===== src/rtl/pwm_gen_pkg.sv =====
package pwm_gen_pkg;

  localparam int PWM_W_DEF = 8;

  typedef enum logic [1:0] {
    SEL_HIGH   = 2'd0,
    SEL_PERIOD = 2'd1,
    SEL_ALL    = 2'd2,
    SEL_ALL_B  = 2'd3
  } load_sel_e;

  function automatic logic sel_is_full(input logic [1:0] sel);
    return sel[1];
  endfunction

  function automatic logic sel_has_period(input logic [1:0] sel);
    return sel != SEL_HIGH;
  endfunction

endpackage


===== src/rtl/pwm_sync.sv =====
module pwm_sync #(
  parameter int STAGES = 2
) (
  input  logic clk_i,
  input  logic rst_ni,
  input  logic d_i,
  output logic q_o
);

  logic [STAGES-1:0] chain_q;
  logic [STAGES-1:0] chain_d;

  always_comb begin
    chain_d = {chain_q[STAGES-2:0], d_i};
  end

  always_ff @(posedge clk_i or negedge rst_ni) begin
    if (!rst_ni) begin
      chain_q <= '0;
    end else begin
      chain_q <= chain_d;
    end
  end

  assign q_o = chain_q[STAGES-1];

endmodule


===== src/rtl/pwm_cfg_stage.sv =====
module pwm_cfg_stage
  import pwm_gen_pkg::*;
#(
  parameter int W = PWM_W_DEF
) (
  input  logic         clk_i,
  input  logic         rst_ni,
  input  logic         load_i,
  input  logic [1:0]   load_sel_i,
  input  logic [W-1:0] period_i,
  input  logic [W-1:0] high_i,
  input  logic         div2_i,
  input  logic         sleep_i,
  output logic [W-1:0] period_o,
  output logic [W-1:0] high_o,
  output logic         div2_o,
  output logic         sleep_o,
  output logic         armed_o,
  output logic         upd_o
);

  logic [W-1:0] per_q, per_d;
  logic [W-1:0] high_q, high_d;
  logic         div2_q, div2_d;
  logic         sleep_q, sleep_d;
  logic         armed_q, armed_d;
  logic         upd_q, upd_d;
  logic         wr_full, wr_period;

  always_comb begin
    wr_full   = load_i && sel_is_full(load_sel_i);
    wr_period = load_i && sel_has_period(load_sel_i);
    per_d     = wr_period ? period_i : per_q;
    high_d    = load_i ? high_i : high_q;
    div2_d    = wr_full ? div2_i : div2_q;
    sleep_d   = wr_full ? sleep_i : sleep_q;
    armed_d   = armed_q | wr_full;
    upd_d     = load_i;
  end

  always_ff @(posedge clk_i or negedge rst_ni) begin
    if (!rst_ni) begin
      per_q   <= '0;
      high_q  <= '0;
      div2_q  <= 1'b0;
      sleep_q <= 1'b0;
      armed_q <= 1'b0;
      upd_q   <= 1'b0;
    end else begin
      per_q   <= per_d;
      high_q  <= high_d;
      div2_q  <= div2_d;
      sleep_q <= sleep_d;
      armed_q <= armed_d;
      upd_q   <= upd_d;
    end
  end

  assign period_o = per_q;
  assign high_o   = high_q;
  assign div2_o   = div2_q;
  assign sleep_o  = sleep_q;
  assign armed_o  = armed_q;
  assign upd_o    = upd_q;

endmodule


===== src/rtl/pwm_prescale.sv =====
module pwm_prescale (
  input  logic clk_i,
  input  logic rst_ni,
  input  logic en_i,
  input  logic clr_i,
  input  logic div2_i,
  output logic tick_o
);

  logic phase_q, phase_d;

  always_comb begin
    if (clr_i) begin
      phase_d = 1'b0;
    end else if (en_i && div2_i) begin
      phase_d = ~phase_q;
    end else begin
      phase_d = phase_q;
    end
  end

  always_ff @(posedge clk_i or negedge rst_ni) begin
    if (!rst_ni) begin
      phase_q <= 1'b0;
    end else begin
      phase_q <= phase_d;
    end
  end

  assign tick_o = en_i && (!div2_i || phase_q);

endmodule


===== src/rtl/pwm_period_ctr.sv =====
module pwm_period_ctr #(
  parameter int W = 8
) (
  input  logic         clk_i,
  input  logic         rst_ni,
  input  logic         upd_i,
  input  logic         armed_i,
  input  logic         sleep_i,
  input  logic         fault_i,
  input  logic         tick_i,
  input  logic [W-1:0] per_s_i,
  input  logic [W-1:0] high_s_i,
  input  logic         div2_s_i,
  output logic         start_o,
  output logic         running_o,
  output logic         div2_a_o,
  output logic [W-1:0] cnt_o,
  output logic [W-1:0] per_a_o,
  output logic         pwm_o
);

  logic         run_q, run_d;
  logic [W-1:0] cnt_q, cnt_d;
  logic [W-1:0] per_a_q, per_a_d;
  logic [W-1:0] high_a_q, high_a_d;
  logic         div2_a_q, div2_a_d;
  logic         pwm_q, pwm_d;
  logic         start, stop, wrap;

  always_comb begin
    start    = upd_i && armed_i && !sleep_i && !fault_i && !run_q;
    stop     = run_q && (fault_i || sleep_i);
    wrap     = run_q && tick_i && (cnt_q == per_a_q);
    run_d    = run_q;
    cnt_d    = cnt_q;
    per_a_d  = per_a_q;
    high_a_d = high_a_q;
    div2_a_d = div2_a_q;
    if (start) begin
      run_d    = 1'b1;
      cnt_d    = '0;
      per_a_d  = per_s_i;
      high_a_d = high_s_i;
      div2_a_d = div2_s_i;
    end else if (stop) begin
      run_d = 1'b0;
      cnt_d = '0;
    end else if (wrap) begin
      cnt_d    = '0;
      per_a_d  = per_s_i;
      high_a_d = high_s_i;
      div2_a_d = div2_s_i;
    end else if (run_q && tick_i) begin
      cnt_d = cnt_q + 1'b1;
    end
    pwm_d = run_d && (cnt_d <= high_a_d);
  end

  always_ff @(posedge clk_i or negedge rst_ni) begin
    if (!rst_ni) begin
      run_q    <= 1'b0;
      cnt_q    <= '0;
      per_a_q  <= '0;
      high_a_q <= '0;
      div2_a_q <= 1'b0;
      pwm_q    <= 1'b0;
    end else begin
      run_q    <= run_d;
      cnt_q    <= cnt_d;
      per_a_q  <= per_a_d;
      high_a_q <= high_a_d;
      div2_a_q <= div2_a_d;
      pwm_q    <= pwm_d;
    end
  end

  assign start_o   = start;
  assign running_o = run_q;
  assign div2_a_o  = div2_a_q;
  assign cnt_o     = cnt_q;
  assign per_a_o   = per_a_q;
  assign pwm_o     = pwm_q;

endmodule


===== src/rtl/pwm_gen.sv =====
module pwm_gen
  import pwm_gen_pkg::*;
#(
  parameter int W           = PWM_W_DEF,
  parameter int SYNC_STAGES = 2
) (
  input  logic         clk_i,
  input  logic         rst_ni,
  input  logic         load_i,
  input  logic [1:0]   load_sel_i,
  input  logic [W-1:0] period_i,
  input  logic [W-1:0] high_i,
  input  logic         div2_i,
  input  logic         sleep_i,
  input  logic         fault_i,
  output logic         pwm_o
);

  logic         rst_n_int;
  logic         fault_s;
  logic [W-1:0] per_s, high_s;
  logic         div2_s, sleep_s, armed, upd;
  logic         tick, start, running, div2_a;
  logic [W-1:0] cnt, per_a;

  pwm_sync #(.STAGES(2)) u_rst_sync (
    .clk_i  (clk_i),
    .rst_ni (rst_ni),
    .d_i    (1'b1),
    .q_o    (rst_n_int)
  );

  pwm_sync #(.STAGES(SYNC_STAGES)) u_fault_sync (
    .clk_i  (clk_i),
    .rst_ni (rst_n_int),
    .d_i    (fault_i),
    .q_o    (fault_s)
  );

  pwm_cfg_stage #(.W(W)) u_stage (
    .clk_i      (clk_i),
    .rst_ni     (rst_n_int),
    .load_i     (load_i),
    .load_sel_i (load_sel_i),
    .period_i   (period_i),
    .high_i     (high_i),
    .div2_i     (div2_i),
    .sleep_i    (sleep_i),
    .period_o   (per_s),
    .high_o     (high_s),
    .div2_o     (div2_s),
    .sleep_o    (sleep_s),
    .armed_o    (armed),
    .upd_o      (upd)
  );

  pwm_prescale u_pre (
    .clk_i  (clk_i),
    .rst_ni (rst_n_int),
    .en_i   (running),
    .clr_i  (start),
    .div2_i (div2_a),
    .tick_o (tick)
  );

  pwm_period_ctr #(.W(W)) u_ctr (
    .clk_i     (clk_i),
    .rst_ni    (rst_n_int),
    .upd_i     (upd),
    .armed_i   (armed),
    .sleep_i   (sleep_s),
    .fault_i   (fault_s),
    .tick_i    (tick),
    .per_s_i   (per_s),
    .high_s_i  (high_s),
    .div2_s_i  (div2_s),
    .start_o   (start),
    .running_o (running),
    .div2_a_o  (div2_a),
    .cnt_o     (cnt),
    .per_a_o   (per_a),
    .pwm_o     (pwm_o)
  );

endmodule


===== config.mk =====
export PLATFORM = sky130hd
export DESIGN_NAME = pwm_gen
export DESIGN_NICKNAME = d
export VERILOG_FILES = /design/src/rtl/pwm_gen_pkg.sv /design/src/rtl/pwm_sync.sv /design/src/rtl/pwm_cfg_stage.sv /design/src/rtl/pwm_prescale.sv /design/src/rtl/pwm_period_ctr.sv /design/src/rtl/pwm_gen.sv
export SDC_FILE = /design/constraint.sdc
export NUM_CORES = 1
export LEC_CHECK = 0
export CORE_ASPECT_RATIO = 0.9
export CORE_MARGIN = 8
export CORE_UTILIZATION = 63
export CTS_CLUSTER_DIAMETER = 200
export DETAILED_ROUTE_END_ITERATION = 8
export DONT_BUFFER_PORTS = 1
export PLACE_DENSITY_LB_ADDON = 0.05
export SKIP_LAST_GASP = 1
export SLEW_MARGIN = 10
export SYNTH_ARGS = -nofsm -noshare
export SYNTH_HDL_FRONTEND = slang
export SYNTH_HIERARCHICAL = 1
export SYNTH_SLANG_ARGS = --single-unit

===== constraint.sdc =====
create_clock -name clk_i -period 1.7 [get_ports clk_i]
set_input_delay 0.255 -clock clk_i [delete_from_list [all_inputs] [get_ports clk_i]]
set_output_delay 0.255 -clock clk_i [all_outputs]
set_load 0.01 [all_outputs]

==> results.json <==
{
  "fin_crit_ns": 2.55,
  "hold_violations": 0,
  "start_util_pct": 65.6,
  "slowest_stage": "dfrtp_2",
  "nets": 367,
  "critPathBufInv": 3,
  "r2r_setup_slack_ns": -0.85,
  "antenna_cells": 0,
  "dp_hpwl_um": 5510,
  "placementRows": 23,
  "maxCapViolCount": 0,
  "die_y_um": 80.7,
  "synth_top_area_cell": "dfrtp_1",
  "cp_top_family": "simple AND/OR/NAND/NOR gates",
  "worst_ep_required_time_ns": 1.94,
  "num_vias": 2798,
  "hold_path.class": "input pin to flop",
  "synth_edf_count": 0,
  "clock_path_buffers": 2,
  "cts-root-buf": "clkbuf_8",
  "gp_congestion": 0.861,
  "register_area_mm2": 0.00131,
  "p_leak_nw": 1.68,
  "yosys.area.top_type_share_pct": 44.4,
  "avgSynthCellArea_um2": 10.8,
  "peakVddDrop_mv": 0.731,
  "h-tree-depth": 2,
  "rsz0062_at_grt": "yes",
  "finClkSkew_ns": 0.00398,
  "pre_cts_slack_ns": -0.797,
  "worst_r2r_path_depth": 12,
  "grt_usage_pct": 25.2,
  "drt_first_pass_iters": 7,
  "synthesis.instances": 271,
  "area_growth_pct": 36.8,
  "fin_ws_ns": -0.851,
  "arrival_ns": 2.79,
  "cts-buffers-inserted": 5,
  "cts_tree": "yes",
  "hold_depth": 1,
  "die-area_mm2": 0.00709,
  "drive_above_1_share_pct": 43.6,
  "synth_seq_cells": 52,
  "synth_area_leaders": "dfrtp_1 (44%), mux2_2 (6.9%), o211ai_1 (5.4%), ha_1 (3.8%), a32o_1 (3.4%)",
  "wirelength_um": 9550,
  "fill_cells": 183,
  "io_pins": 25,
  "yosysMostFrequentCell": "dfrtp_1",
  "worstSetupPathDepth": 12,
  "grt_pass1_vias": 2778,
  "worst_skew_pair.late_latency_ns": 0.31,
  "vias_per_cell": 7.05,
  "synth_fp_nets": 304,
  "setup_violations": 18,
  "drt-initial-drc-count": 433,
  "ant_nets": 0,
  "die_w_um": 87.9,
  "antenna_found_initial": 0,
  "ys_seq_area_share_pct": 44.4,
  "slew_headroom_pct": 60.4,
  "yosys_warnings": 6,
  "cp_common_cell": "buf_4",
  "worst_setup_path_start_kind": "flop",
  "grt_overflow_total": 0,
  "outcome": "finished with violations",
  "port_buffers": 0,
  "fmaxAchievable_ghz": 0.392,
  "grt_max_degree": 51,
  "multi_input_area_mm2": 0.00183,
  "final_max_slew_viol_count": 0,
  "crit_path_max_fanout": 7,
  "pwr_density_cell_mw_per_mm2": 664,
  "worst_pin_slew_ns": 0.590,
  "drcViolationCount": 0,
  "wire_per_inst_um": 24.1,
  "yosysUniqueCellTypes": 45,
  "cp-end-kind": "flop",
  "grt_pass1_wl_um": 13900,
  "cts.sink_count": 52,
  "finalPower_mw": 2.66,
  "ys_top_cells_by_count": "dfrtp_1 (52), nand2_1 (22), o211ai_1 (21)",
  "placed_cells": 378,
  "setup.worst_path.class": "flop to flop",
  "stdcell_count": 397,
  "crit_chain": "buf_4, o21ai_2, buf_4, nand2_1, nor4_4, a311oi_2, buf_4, ha_1, nand4_1, nor2_1, nand2_1, a21boi_1",
  "crit_path_max_incr_delay_ns": 0.45,
  "post-route-period-util_pct": 150,
  "clk_pin_slew_ns": 0.10,
  "violations": "setup timing",
  "fp.coreArea_mm2": 0.00446,
  "synth_ff_type": "dfrtp_1",
  "syn-cell-area_mm2": 0.00293,
  "async_flop_share_pct": 100
}
-- final timing paths --
path / startpoint / to
setup / recovery: u_stage/sleep_o$_DFFE_PN0P_ / u_ctr/pwm_o$_DFF_PN0_
hold / removal: period_i[7] / u_stage/period_o[7]$_DFFE_PN0P_
setup reg to reg: u_stage/sleep_o$_DFFE_PN0P_ / u_ctr/pwm_o$_DFF_PN0_
hold reg to reg: u_rst_sync/chain_q[1]$_DFF_PN0_ / u_ctr/high_a_q[7]$_DFF_PN0_
max in group asynchronous: u_rst_sync/chain_q[1]$_DFF_PN0_ / u_ctr/running_o$_DFF_PN0_
min in group asynchronous: rst_ni / u_rst_sync/chain_q[0]$_DFF_PN0_
-- per-stage QoR --
step	area (µm²)	util [%]	hold WS, ns	setup TNS, ns
2_1_floorplan	3000	-	-0.0406	-0.662
3_3_place_gp	3510	78.7	-0.0405	-0.942
3_5_place_dp	3510	78.7	-0.0405	-2.03
4_1_cts	3890	87.2	0.0809	-2.10
5_1_grt	4000	89.8	0.0782	-4.43
6_report	4000	89.8	0.0885	-2.92
-- state kept, by name, summed over array words and instances (netlist names) --
name / cells
u_stage/period_o: 8
u_stage/upd_o: 1
u_ctr/per_a_o: 8
u_stage/armed_o: 1
u_ctr/running_o: 1
u_ctr/cnt_o: 8
u_stage/sleep_o: 1
u_fault_sync/chain_q: 2
u_ctr/div2_a_o: 1
u_stage/div2_o: 1
u_ctr/high_a_q: 8
u_pre/phase_q: 1
u_stage/high_o: 8
u_ctr/pwm_o: 1
u_rst_sync/chain_q: 2
-- layout make-up --
cell class              instances  share of cell area, %
repair buffers                 75                   16.9
inverters                       5                  0.469
flip-flops and latches         52                   32.6
clock buffers                   5                   1.72
well taps                      62                   1.94
clock inverters                 3                  0.656
multi-input cells             195                   45.7
-- logic make-up (layout without fill, tap and decap cells) --
logic type | after synthesis | after routing | synth area share, %
AO/OA/AOI/OAI | 81 | 81 | 22.0
XOR/XNOR | 15 | 15 | 5.51
adder cells (fa/ha/maj) | 9 | 9 | 3.85
buffers and inverters | 24 | 88 | 3.89
flip-flops | 52 | 52 | 44.4
multiplexers | 19 | 19 | 7.26
other | 1 | 1 | 0.128
AND/OR/NAND/NOR | 70 | 70 | 12.9
-- report_power, final --
group | internal (mW) | switching (mW)
combinational | 0.249 | 0.280
clock | 0.303 | 0.435
sequential | 1.32 | 0.0763
total | 1.87 | 0.791
-- cell usage in the layout, fill, tap and decap left out, types with 3 or more instances in the layout --
| cell | n |
|---|---|
| buf_4 | 62 |
| dfrtp_1 | 49 |
| nand2_1 | 22 |
| o211ai_1 | 21 |
| mux2_2 | 18 |
| nand3_1 | 12 |
| a32o_1 | 10 |
| xnor2_2 | 8 |
| a31oi_1 | 8 |
| nor3_2 | 7 |
| o21ai_0 | 7 |
| a311o_1 | 7 |
| ha_1 | 7 |
| buf_12 | 6 |
| clkbuf_8 | 5 |
| inv_1 | 5 |
| xor2_1 | 5 |
| nor4_4 | 5 |
| o221ai_1 | 4 |
| nand4_1 | 3 |
| nor2_1 | 3 |
| o221ai_2 | 3 |
| a311oi_1 | 3 |
| a21oi_1 | 3 |
| buf_6 | 3 |
| dfrtp_2 | 3 |
| dlygate4sd3_1 | 3 |
-- repair_timing --
action,4_1_cts,5_1_grt
gates cloned,1,0
hold buffers,3,0
resized for setup,30,18
pin swaps,13,19
buffers inserted,5,4
endpoints found under the hold margin,4,0
endpoints found under the setup margin,22,21
-- routing by layer --
metal	vias to the layer above	GRT usage (%)	wire, µm
li1	1187	-	-
met1	1357	32.0	3640
met3	55	5.40	914
met4	0	11.8	400
met5	-	0	0
met2	199	39.9	4600
Power figures use the tool's default switching activity.
